## src/rtl/dcmp_pkg.sv

```systemverilog
package dcmp_pkg;

    localparam int SEG_W = 4;   // normal-chain bits per column
    localparam int WID_W = 3;   // width field of a column

    typedef enum logic [2:0] {
        ST_IDLE,
        ST_PASS,
        ST_GATHER,
        ST_DRAIN,
        ST_RAW,
        ST_RESID,
        ST_DONE
    } dcmp_state_e;

endpackage

```

## src/rtl/dcmp_tables.sv

```systemverilog
module dcmp_tables
    import dcmp_pkg::*;
#(
    parameter int N_COLS     = 16,
    parameter int CODE_W_MAX = 3,
    localparam int COL_AW    = $clog2(N_COLS),
    localparam int IDX_W     = COL_AW + CODE_W_MAX,
    localparam int SLOTS     = 1 << IDX_W
) (
    input  logic                  clk,
    input  logic                  rst_n,
    input  logic                  cfg_open,
    input  logic                  width_we,
    input  logic                  lut_we,
    input  logic [COL_AW-1:0]     cfg_col,
    input  logic [WID_W-1:0]      cfg_width,
    input  logic [CODE_W_MAX-1:0] cfg_code,
    input  logic [SEG_W-1:0]      cfg_seg,
    input  logic [COL_AW-1:0]     rd_col,
    input  logic [CODE_W_MAX-1:0] rd_code,
    input  logic [COL_AW-1:0]     pk_col,
    output logic [WID_W-1:0]      cur_width,
    output logic [WID_W-1:0]      pk_width,
    output logic [SEG_W-1:0]      lut_seg,
    output logic                  lut_hit
);

    localparam logic [COL_AW:0] NCOL_L = (COL_AW+1)'(N_COLS);

    logic [N_COLS-1:0][WID_W-1:0] width_q;
    logic [SLOTS-1:0]             ent_vld;
    logic [SLOTS-1:0][SEG_W-1:0]  ent_seg;
    logic [IDX_W-1:0]             wr_idx;
    logic [IDX_W-1:0]             rd_idx;

    // one width register per column
    genvar gc;
    generate
        for (gc = 0; gc < N_COLS; gc++) begin : g_width
            logic [WID_W-1:0] w_q;
            always_ff @(posedge clk or negedge rst_n) begin
                if (!rst_n) begin
                    w_q <= '0;
                end else if (cfg_open && width_we && (cfg_col == COL_AW'(gc))) begin
                    w_q <= cfg_width;
                end
            end
            assign width_q[gc] = w_q;
        end
    endgenerate

    assign wr_idx = {cfg_col, cfg_code};
    assign rd_idx = {rd_col, rd_code};

    always_ff @(posedge clk or negedge rst_n) begin
        if (!rst_n) begin
            ent_vld <= '0;
            ent_seg <= '0;
        end else if (cfg_open && lut_we) begin
            ent_vld[wr_idx] <= 1'b1;
            ent_seg[wr_idx] <= cfg_seg;
        end
    end

    assign cur_width = width_q[rd_col];
    assign pk_width  = ({1'b0, pk_col} < NCOL_L) ? width_q[pk_col] : '0;
    assign lut_seg   = ent_seg[rd_idx];
    assign lut_hit   = ent_vld[rd_idx];

    // storage must not move while a pattern runs
    assert_closed_stable_R10: assert property (@(posedge clk) disable iff (!rst_n)
        !cfg_open |=> ($stable(width_q) && $stable(ent_vld) && $stable(ent_seg)));

endmodule

```

## src/rtl/dcmp_ctrl.sv

```systemverilog
module dcmp_ctrl
    import dcmp_pkg::*;
#(
    parameter int N_COLS     = 16,
    parameter int CODE_W_MAX = 3,
    localparam int COL_AW    = $clog2(N_COLS)
) (
    input  logic                  clk,
    input  logic                  rst_n,
    input  logic                  pat_start,
    input  logic                  pat_compress,
    input  logic [COL_AW:0]       pat_cols,
    input  logic [1:0]            pat_resid,
    input  logic                  si_valid,
    input  logic                  si_data,
    input  logic [WID_W-1:0]      cur_width,
    input  logic [WID_W-1:0]      pk_width,
    input  logic [SEG_W-1:0]      lut_seg,
    input  logic                  lut_hit,
    output logic [COL_AW-1:0]     rd_col,
    output logic [COL_AW-1:0]     pk_col,
    output logic [CODE_W_MAX-1:0] rd_code,
    output logic                  cfg_open,
    output logic                  si_ready,
    output logic                  so_valid,
    output logic                  so_data,
    output logic                  seg_done,
    output logic                  pat_done,
    output logic                  dec_err
);

    localparam logic [COL_AW:0] NCOL_L = (COL_AW+1)'(N_COLS);
    localparam logic [COL_AW:0] ONE_L  = (COL_AW+1)'(1);

    dcmp_state_e           state_q, state_d;
    logic [COL_AW-1:0]     col_q, col_d;
    logic [COL_AW:0]       left_q, left_d;
    logic [1:0]            resid_q, resid_d;
    logic [WID_W-1:0]      bit_q, bit_d;
    logic [CODE_W_MAX-1:0] code_q, code_d;
    logic [SEG_W-1:0]      seg_q, seg_d;
    logic                  mode_q, mode_d;
    logic                  err_q, err_d;

    logic [CODE_W_MAX:0]   code_ext;
    logic [CODE_W_MAX-1:0] code_nxt;
    logic [COL_AW:0]       cols_clamp;
    logic                  comp_eff;
    logic                  advance;
    dcmp_state_e           col_entry;

    function automatic logic is_coded(input logic [WID_W-1:0] w);
        return (w != '0) && (int'(w) <= CODE_W_MAX);
    endfunction

    assign code_ext   = {code_q, si_data};
    assign code_nxt   = code_ext[CODE_W_MAX-1:0];
    assign cols_clamp = (pat_cols > NCOL_L) ? NCOL_L : pat_cols;
    assign comp_eff   = (state_q == ST_IDLE) ? pat_compress : mode_q;
    assign col_entry  = !comp_eff ? ST_PASS : (is_coded(pk_width) ? ST_GATHER : ST_RAW);

    // state register
    always_ff @(posedge clk or negedge rst_n) begin
        if (!rst_n) begin
            state_q <= ST_IDLE;
            col_q   <= '0;
            left_q  <= '0;
            resid_q <= '0;
            bit_q   <= '0;
            code_q  <= '0;
            seg_q   <= '0;
            mode_q  <= 1'b0;
            err_q   <= 1'b0;
        end else begin
            state_q <= state_d;
            col_q   <= col_d;
            left_q  <= left_d;
            resid_q <= resid_d;
            bit_q   <= bit_d;
            code_q  <= code_d;
            seg_q   <= seg_d;
            mode_q  <= mode_d;
            err_q   <= err_d;
        end
    end

    // next state
    always_comb begin
        state_d = state_q;
        col_d   = col_q;
        left_d  = left_q;
        resid_d = resid_q;
        bit_d   = bit_q;
        code_d  = code_q;
        seg_d   = seg_q;
        mode_d  = mode_q;
        err_d   = err_q;
        advance = 1'b0;
        unique case (state_q)
            ST_IDLE: begin
                if (pat_start) begin
                    mode_d  = pat_compress;
                    resid_d = pat_resid;
                    col_d   = '0;
                    bit_d   = '0;
                    code_d  = '0;
                    left_d  = cols_clamp;
                    if (cols_clamp != '0)      state_d = col_entry;
                    else if (pat_resid != '0)  state_d = ST_RESID;
                    else                       state_d = ST_DONE;
                end
            end
            ST_PASS, ST_RAW: begin
                if (si_valid) begin
                    bit_d = bit_q + 3'd1;
                    if (bit_q == 3'd3) advance = 1'b1;
                end
            end
            ST_GATHER: begin
                if (si_valid) begin
                    code_d = code_nxt;
                    bit_d  = bit_q + 3'd1;
                    if ((bit_q + 3'd1) == cur_width) begin
                        seg_d   = lut_hit ? lut_seg : '0;
                        err_d   = err_q | !lut_hit;
                        bit_d   = '0;
                        state_d = ST_DRAIN;
                    end
                end
            end
            ST_DRAIN: begin
                bit_d = bit_q + 3'd1;
                if (bit_q == 3'd3) advance = 1'b1;
            end
            ST_RESID: begin
                if (si_valid) begin
                    bit_d = bit_q + 3'd1;
                    if ((bit_q + 3'd1) == {1'b0, resid_q}) state_d = ST_DONE;
                end
            end
            ST_DONE: state_d = ST_IDLE;
            default: state_d = ST_IDLE;
        endcase
        if (advance) begin
            bit_d  = '0;
            code_d = '0;
            if (left_q > ONE_L) begin
                col_d   = col_q + 1'b1;
                left_d  = left_q - ONE_L;
                state_d = col_entry;
            end else begin
                left_d  = '0;
                state_d = (resid_q != '0) ? ST_RESID : ST_DONE;
            end
        end
    end

    // outputs
    always_comb begin
        si_ready = 1'b0;
        so_valid = 1'b0;
        so_data  = si_data;
        seg_done = 1'b0;
        pat_done = 1'b0;
        cfg_open = 1'b0;
        unique case (state_q)
            ST_IDLE:   cfg_open = 1'b1;
            ST_PASS:   begin si_ready = 1'b1; so_valid = si_valid; end
            ST_RAW:    begin
                si_ready = 1'b1;
                so_valid = si_valid;
                seg_done = si_valid && (bit_q == 3'd3);
            end
            ST_RESID:  begin si_ready = 1'b1; so_valid = si_valid; end
            ST_GATHER: si_ready = 1'b1;
            ST_DRAIN:  begin
                so_valid = 1'b1;
                so_data  = seg_q[2'd3 - bit_q[1:0]];
                seg_done = (bit_q == 3'd3);
            end
            ST_DONE:   pat_done = 1'b1;
            default:   cfg_open = 1'b0;
        endcase
    end

    assign rd_col  = col_q;
    assign rd_code = code_nxt;
    assign pk_col  = (state_q == ST_IDLE) ? '0 : COL_AW'(col_q + 1'b1);
    assign dec_err = err_q;

    assert_idle_quiet_R1: assert property (@(posedge clk) disable iff (!rst_n)
        (state_q == ST_IDLE) |-> (!so_valid && !si_ready));
    assert_pass_noseg_R2: assert property (@(posedge clk) disable iff (!rst_n)
        (state_q == ST_PASS) |-> !seg_done);
    assert_drain_stall_R4: assert property (@(posedge clk) disable iff (!rst_n)
        (state_q == ST_DRAIN) |-> !si_ready);
    assert_segdone_bit_R7: assert property (@(posedge clk) disable iff (!rst_n)
        seg_done |-> so_valid);
    assert_patdone_pulse_R8: assert property (@(posedge clk) disable iff (!rst_n)
        pat_done |=> !pat_done);
    assert_err_sticky_R9: assert property (@(posedge clk) disable iff (!rst_n)
        dec_err |=> dec_err);
    assert_no_fire_idle_R11: assert property (@(posedge clk) disable iff (!rst_n)
        (si_ready && !si_valid && (state_q != ST_GATHER)) |-> !so_valid);

endmodule

```

## src/rtl/scan_decomp.sv

```systemverilog
module scan_decomp
    import dcmp_pkg::*;
#(
    parameter int N_COLS     = 16,
    parameter int CODE_W_MAX = 3,
    localparam int COL_AW    = $clog2(N_COLS)
) (
    input  logic                  clk,
    input  logic                  rst_n,
    input  logic                  cfg_width_we,
    input  logic                  cfg_lut_we,
    input  logic [COL_AW-1:0]     cfg_col,
    input  logic [2:0]            cfg_width,
    input  logic [CODE_W_MAX-1:0] cfg_code,
    input  logic [3:0]            cfg_seg,
    input  logic                  pat_start,
    input  logic                  pat_compress,
    input  logic [COL_AW:0]       pat_cols,
    input  logic [1:0]            pat_resid,
    input  logic                  si_valid,
    input  logic                  si_data,
    output logic                  si_ready,
    output logic                  so_valid,
    output logic                  so_data,
    output logic                  seg_done,
    output logic                  pat_done,
    output logic                  dec_err
);

    logic                  cfg_open;
    logic [COL_AW-1:0]     rd_col, pk_col;
    logic [CODE_W_MAX-1:0] rd_code;
    logic [WID_W-1:0]      cur_width, pk_width;
    logic [SEG_W-1:0]      lut_seg;
    logic                  lut_hit;

    dcmp_tables #(.N_COLS(N_COLS), .CODE_W_MAX(CODE_W_MAX)) u_tables (
        .clk(clk), .rst_n(rst_n), .cfg_open(cfg_open),
        .width_we(cfg_width_we), .lut_we(cfg_lut_we),
        .cfg_col(cfg_col), .cfg_width(cfg_width), .cfg_code(cfg_code), .cfg_seg(cfg_seg),
        .rd_col(rd_col), .rd_code(rd_code), .pk_col(pk_col),
        .cur_width(cur_width), .pk_width(pk_width),
        .lut_seg(lut_seg), .lut_hit(lut_hit)
    );

    dcmp_ctrl #(.N_COLS(N_COLS), .CODE_W_MAX(CODE_W_MAX)) u_ctrl (
        .clk(clk), .rst_n(rst_n),
        .pat_start(pat_start), .pat_compress(pat_compress),
        .pat_cols(pat_cols), .pat_resid(pat_resid),
        .si_valid(si_valid), .si_data(si_data),
        .cur_width(cur_width), .pk_width(pk_width),
        .lut_seg(lut_seg), .lut_hit(lut_hit),
        .rd_col(rd_col), .pk_col(pk_col), .rd_code(rd_code),
        .cfg_open(cfg_open), .si_ready(si_ready),
        .so_valid(so_valid), .so_data(so_data),
        .seg_done(seg_done), .pat_done(pat_done), .dec_err(dec_err)
    );

endmodule

```

## config.mk

```make
export PLATFORM = sky130hd
export DESIGN_NAME = scan_decomp
export DESIGN_NICKNAME = d
export VERILOG_FILES = /design/src/rtl/dcmp_pkg.sv /design/src/rtl/dcmp_tables.sv /design/src/rtl/dcmp_ctrl.sv /design/src/rtl/scan_decomp.sv
export SDC_FILE = /design/constraint.sdc
export NUM_CORES = 1
export LEC_CHECK = 0
export CAP_MARGIN = 20
export CORE_MARGIN = 4
export CORE_UTILIZATION = 63
export CTS_CLUSTER_SIZE = 14
export DETAILED_ROUTE_END_ITERATION = 10
export GPL_ROUTABILITY_DRIVEN = 0
export PLACE_DENSITY = 0.9
export SYNTH_ARGS = -nofsm -noshare
export SYNTH_HDL_FRONTEND = slang
export SYNTH_SLANG_ARGS = --single-unit
```

## constraint.sdc

```tcl
create_clock -name clk -period 3.36 [get_ports clk]
set_input_delay 0.504 -clock clk [delete_from_list [all_inputs] [get_ports clk]]
set_output_delay 0.504 -clock clk [all_outputs]
set_load 0.005 [all_outputs]
```

==> Word-level counts from Yosys, hierarchy flattened <==
Cells that the tools add are included.
{ "word_totals": {"reg_bits": 713, "input_bits": 29, "out_inout_bits": 6} }
{ "op_classes": {"n_addsub": 4, "n_lt_le_gt_ge": 9, "n_eq_ne": 31, "muxes": 58, "n_bitwise": 2, "reduce_logical": 42} }
{ "ops": {"columns": ["op", "count"], "rows": [
  ["512-bit bitwise mux", 1],
  ["128-bit bitwise OR", 1],
  ["3-bit 2-to-1 mux", 17],
  ["4-bit equality test, second input constant", 8],
  ["4-bit 2-to-1 mux", 8],
  ["4-bit binary-select mux with 7-bit select", 1],
  ["4-bit demux with 7-bit select", 1],
  ["5-bit 2-to-1 mux", 5],
  ["3-bit binary-select mux with 4-bit select", 2],
  ["3-bit case mux with 4 select lines", 2],
  ["1-bit logical AND", 21],
  ["4-bit by 3-bit equality test with 1-bit output, second input constant", 4],
  ["7-bit by 8-bit < comparator with 1-bit output, second input constant", 2],
  ["4-bit by 5-bit < comparator with 1-bit output, second input constant", 2],
  ["1-bit 2-to-1 mux", 10],
  ["5-bit nonzero test", 2],
  ["3-bit by 2-bit equality test with 1-bit output, second input constant", 3],
  ["3-bit equality test, second input constant", 3],
  ["3-bit by 1-bit inequality test with 1-bit output, second input constant", 3],
  ["3-bit by 2-bit inequality test with 1-bit output, second input constant", 3],
  ["4-bit by 2-bit equality test with 1-bit output, second input constant", 2],
  ["2-bit 2-to-1 mux", 4],
  ["2-bit nonzero test", 4],
  ["1-bit binary-select mux with 7-bit select", 1],
  ["30 further kinds", 36]
]} }

==> Logic depth before layout (Yosys ltp) <==
{ "depth": {"ltp_word": 12, "ltp_mapped": 11, "mapped_depth_nobuf": 9} }

==> By module <==
A second synthesis with hierarchy kept.
{ "hier_totals": {"hier_cells": 2144, "hier_area_um2": 32763.9} }
{ "modules_own_cells": {"columns": ["module", "n_inst", "cells_per_inst", "area_each_um2", "seq_area_each_um2"], "rows": [
  ["dcmp_tables", 1, 1947, 31107.3, 17216.5],
  ["dcmp_ctrl", 1, 197, 1656.6, 625.6]
]} }

==> Worst setup path before layout <==
No wires, ideal clock.
{ "synth_timing": {"path_type": "register to register", "start": "register u_ctrl.col_q[0], in the netlist u_ctrl.rd_col[0]", "end": "register u_ctrl.state_q[0]", "arrival_ns": 2.231, "setup_slack_ns": 1.004, "stages_incl_launch_ff": 9, "n_path_buf": 1, "cell_sequence": "dfrtp_1 > buf_6 > mux4_2 > mux4_2 > xnor2_2 > nor2_1 > o21ai_2 > nand2_2 > mux2_4"} }
{ "synth_via": {"elab_chain_len": 5} }
{ "synth_rtl": {"columns": ["item", "line_no", "source"], "rows": [
  ["start: declaration", "dcmp_ctrl.sv:36", "logic [COL_AW-1:0] col_q, col_d;"],
  ["start signal: assignment", "dcmp_ctrl.sv:76", "col_q <= col_d;"],
  ["3-bit binary-select mux with 4-bit select", "dcmp_tables.sv:65", "assign cur_width = width_q[rd_col];"],
  ["3-bit 2-to-1 mux (not written as such)", "dcmp_tables.sv:65", null],
  ["3-bit equality test", "dcmp_ctrl.sv:123", "if ((bit_q + 3'd1) == cur_width) begin"],
  ["3-bit by 1-bit inequality test with 1-bit output (no source line)", null, null],
  ["6-bit AND reduction (no source line)", null, null],
  ["end signal: assignment", "dcmp_ctrl.sv:75", "state_q <= state_d;"],
  ["end: declaration", "dcmp_ctrl.sv:35", "dcmp_state_e state_q, state_d;"]
]} }
Every way passes these cells. The select of a mux whose other input is x is not followed.
A chain may end at the register's enable or synchronous reset.

==> Worst setup path in the final report <==
{ "layout_timing": {"start": "register u_ctrl.col_q[0], in the netlist u_ctrl.rd_col[0]", "end": "register u_ctrl.seg_q[3]"} }
{ "layout_via": {"elab_chain_len": 4, "elab_cells_between_ends": 9, "cone_classes": "eq/ne (1); mux (7); reduce/logical (1)"} }
{ "layout_rtl": {"columns": ["item", "line_no", "source"], "rows": [
  ["parallel branches: the longest is 4 deep, another holds 4-bit binary-select mux with 7-bit select", null, null],
  ["end signal: assignment", "dcmp_ctrl.sv:81", "seg_q <= seg_d;"],
  ["end: declaration", "dcmp_ctrl.sv:41", "logic [SEG_W-1:0] seg_q, seg_d;"]
]} }
Several ways; the timed one is not identified. The select of a mux whose other input is x is not followed.

==> results.json <==
{
  "clock_latency_ps": 630,
  "period_share_pct": 93.0,
  "post-dp-hpwl_mm": 55.1,
  "wl_per_cell_um": 27.6,
  "grt_overflow_total": 0,
  "ys_seq_area_share_pct": 53.7,
  "ctsResizeCount": 0,
  "rows": 83,
  "numCtsBuffers": 73,
  "fin_crit_ps": 3130,
  "synthMuxAreaShare_pct": 31.6,
  "syn_avg_cell_area_um2": 14.1,
  "fill_cells": 3031,
  "synth_top_area_cell": "dfrtp_1",
  "crit_fanout": 15,
  "status": "finished clean",
  "synth-edff-count": 0,
  "tightest_slew_ps": 896,
  "cts_max_level": 3,
  "vdd.ir_drop.worst_mv": 0.420,
  "top_level_ports": 35,
  "synth_top_area_share_pct": 53.7,
  "clk_path_buf_depth": 3,
  "pwr_density_cell_nw_per_um2": 644,
  "syn-cell-area_um2": 33200,
  "place_inst": 3007,
  "yosysMostFrequentCell": "dfrtp_1",
  "leakagePower_nw": 17.9,
  "slew_headroom_pct": 40.2,
  "drive_gt1_share_pct": 39.6,
  "first_global_vias": 23200,
  "synth-compound-area-share_pct": 4.35,
  "grt_usage_pct": 31.0,
  "cts_tree": "done",
  "worstSetupEndpointType": "register",
  "hold_viol_final": 0,
  "tns_ps": 0,
  "ant_nets": 0,
  "yosysWarnings": 0,
  "synth-xor-area-share_pct": 0.260,
  "async_flop_share_pct": 100,
  "critPathLaunchType": "register",
  "hold_class": "in2reg",
  "layout.nets": 2437,
  "cts.sinks": 713,
  "clock.fmax_mhz": 320,
  "firstDrtPassIters": 7,
  "drt-initial-drc-count": 2417,
  "netlist_instances": 2363,
  "vias_per_cell": 6.92,
  "synthTopCellsByCount": "713 x dfrtp_1, 593 x mux2_2, 131 x nand2_1",
  "worstPathRequired_ps": 3900,
  "die_w_um": 238,
  "setup_viol": 0,
  "slew_violations": 0,
  "maxCapViolations": 0,
  "cts-root-buf": "clkbuf_16",
  "grt_max_degree": 95,
  "die_y_um": 238,
  "final_core_util_pct": 71.1,
  "fin_cells": 3135,
  "finalWirelength_mm": 86.6,
  "synth_top_family_by_area": "multiplexers",
  "synth-seq-cells": 713,
  "yosysUniqueCellTypes": 68,
  "fp.coreArea_um2": 51800,
  "die_area_um2": 56500,
  "synth_fp_nets": 2397,
  "rsz0062_at_grt": "false",
  "critPathArrivalTime_ps": 3660,
  "synth-simple-area-share_pct": 7.39,
  "remaining_drc_errors": 0,
  "finClkSkew_ps": 26.1,
  "synth_ff_type": "dfrtp_1",
  "portBuffers": 34,
  "clk_pin_slew_ps": 60,
  "setup.worst_path.class": "reg2reg",
  "synth_top_cells_by_area": "dfrtp_1 54%, mux2_2 20%, mux4_2 7.8%",
  "yosys.area_share.adder_pct": 0.188,
  "grt_pass1_wl_mm": 136,
  "vias": 21700,
  "syn_to_final_growth_pct": 10.7,
  "start_util_pct": 64.2,
  "p_total_mw": 23.7,
  "antenna_found_initial": 0
}
cells by family (layout without fill, tap and decap cells):
logic type,Yosys count,in the layout
DFF,713,713
other,0,1
muxes,771,771
xor gates and xnor gates,9,9
adders and majority gates,5,5
and+or+nand+nor,490,490
buffers and inverters,163,254
AOI/OAI and AO/OA,212,212
worst max-delay path, stage by stage (launching register included):
cell	delay [ps]
dfrtp_1	780
buf_4	320
clkinv_1	130
buf_4	200
nor3_1	670
a22o_1	380
nor3_1	120
o2111a_1	270
o31ai_1	190
flip-flops by register name, summed over array words and instances (netlist names), 2 cells and up:
register              count
u_ctrl.bit_q              3
u_ctrl.code_q             2
u_ctrl.left_q             5
u_ctrl.rd_col             4
u_ctrl.resid_q            2
u_ctrl.seg_q              4
u_ctrl.state_q            3
u_tables.ent_seg        512
u_tables.ent_vld        128
u_tables.g_width.w_q     48
stage by stage:
step           setup WS, ps  instance area, µm²  hold slack (ps)
3_5_place_dp            306               34500              444
5_1_grt                 118               36800              455
4_1_cts                 308               36800              422
6_report                234               36800              446
2_1_floorplan          1000               33200              208
3_3_place_gp            337               34500              441
placed cells by master, fill, tap and decap left out, types with 29 or more instances in the layout:
cell | synthesis | layout
buf_4 | 6 | 70
clkbuf_16 | 0 | 74
dfrtp_1 | 713 | 711
mux2_2 | 593 | 593
mux4_1 | 37 | 37
mux4_2 | 115 | 115
nand2_1 | 131 | 131
nand2b_1 | 102 | 102
nor2_1 | 107 | 107
nor3_1 | 30 | 29
o21ai_0 | 52 | 52
o22ai_1 | 29 | 29
or2_2 | 46 | 46
layout make-up:
type	count	area (µm²)	area share, %
Timing Repair Buffer	117	1170	3.17
Multi-Input combinational cell	1487	14600	39.6
Inverter	11	41.3	0.112
Antenna cell	1	2.50	0.00680
Clock buffer	104	2120	5.77
Tap cell	680	851	2.31
Clock inverter	22	214	0.581
Sequential cell	713	17800	48.5
worst paths after layout:
kind                                                   from                                 to  slack [ps]  depth (start not counted)
min reg2reg                u_tables.ent_vld[33]$_DFFE_PN0P_   u_tables.ent_vld[33]$_DFFE_PN0P_         450                          1
max                              u_ctrl.rd_col[0]$_DFF_PN0_        u_ctrl.seg_q[3]$_DFFE_PN0P_         230                          8
max in group asynchronous                             rst_n  u_tables.ent_seg[366]$_DFFE_PN0P_        1840                          3
min in group asynchronous                             rst_n  u_tables.ent_seg[452]$_DFFE_PN0P_         500                          2
max reg2reg                      u_ctrl.rd_col[0]$_DFF_PN0_        u_ctrl.seg_q[3]$_DFFE_PN0P_         230                          8
min                                                 si_data       u_ctrl.code_q[0]$_DFFE_PN0P_         450                          3
repair_timing:
action | 4_1_cts | 5_1_grt
hold endpoints to repair | 67 | 0
hold buffers | 1 | 0
buffers inserted | 0 | 0
report_power, final:
group          internal [mW]  total [mW]  switching, mW  leakage [nW]
combinational           2.42        5.18           2.76          6.90
sequential              9.65        10.6          0.914          9.81
clock                   4.57        7.96           3.39          1.15
total                   16.6        23.7           7.07          17.9
routing by layer:
metal	vias to the layer above	wire length, µm	global-route usage (%)
met5	-	0	0
met4	0	4670	14.4
met3	360	7850	7.27
met2	1299	41500	49.7
met1	11300	32600	40.7
li1	8779	-	-
Power figures use the tool's default switching activity.
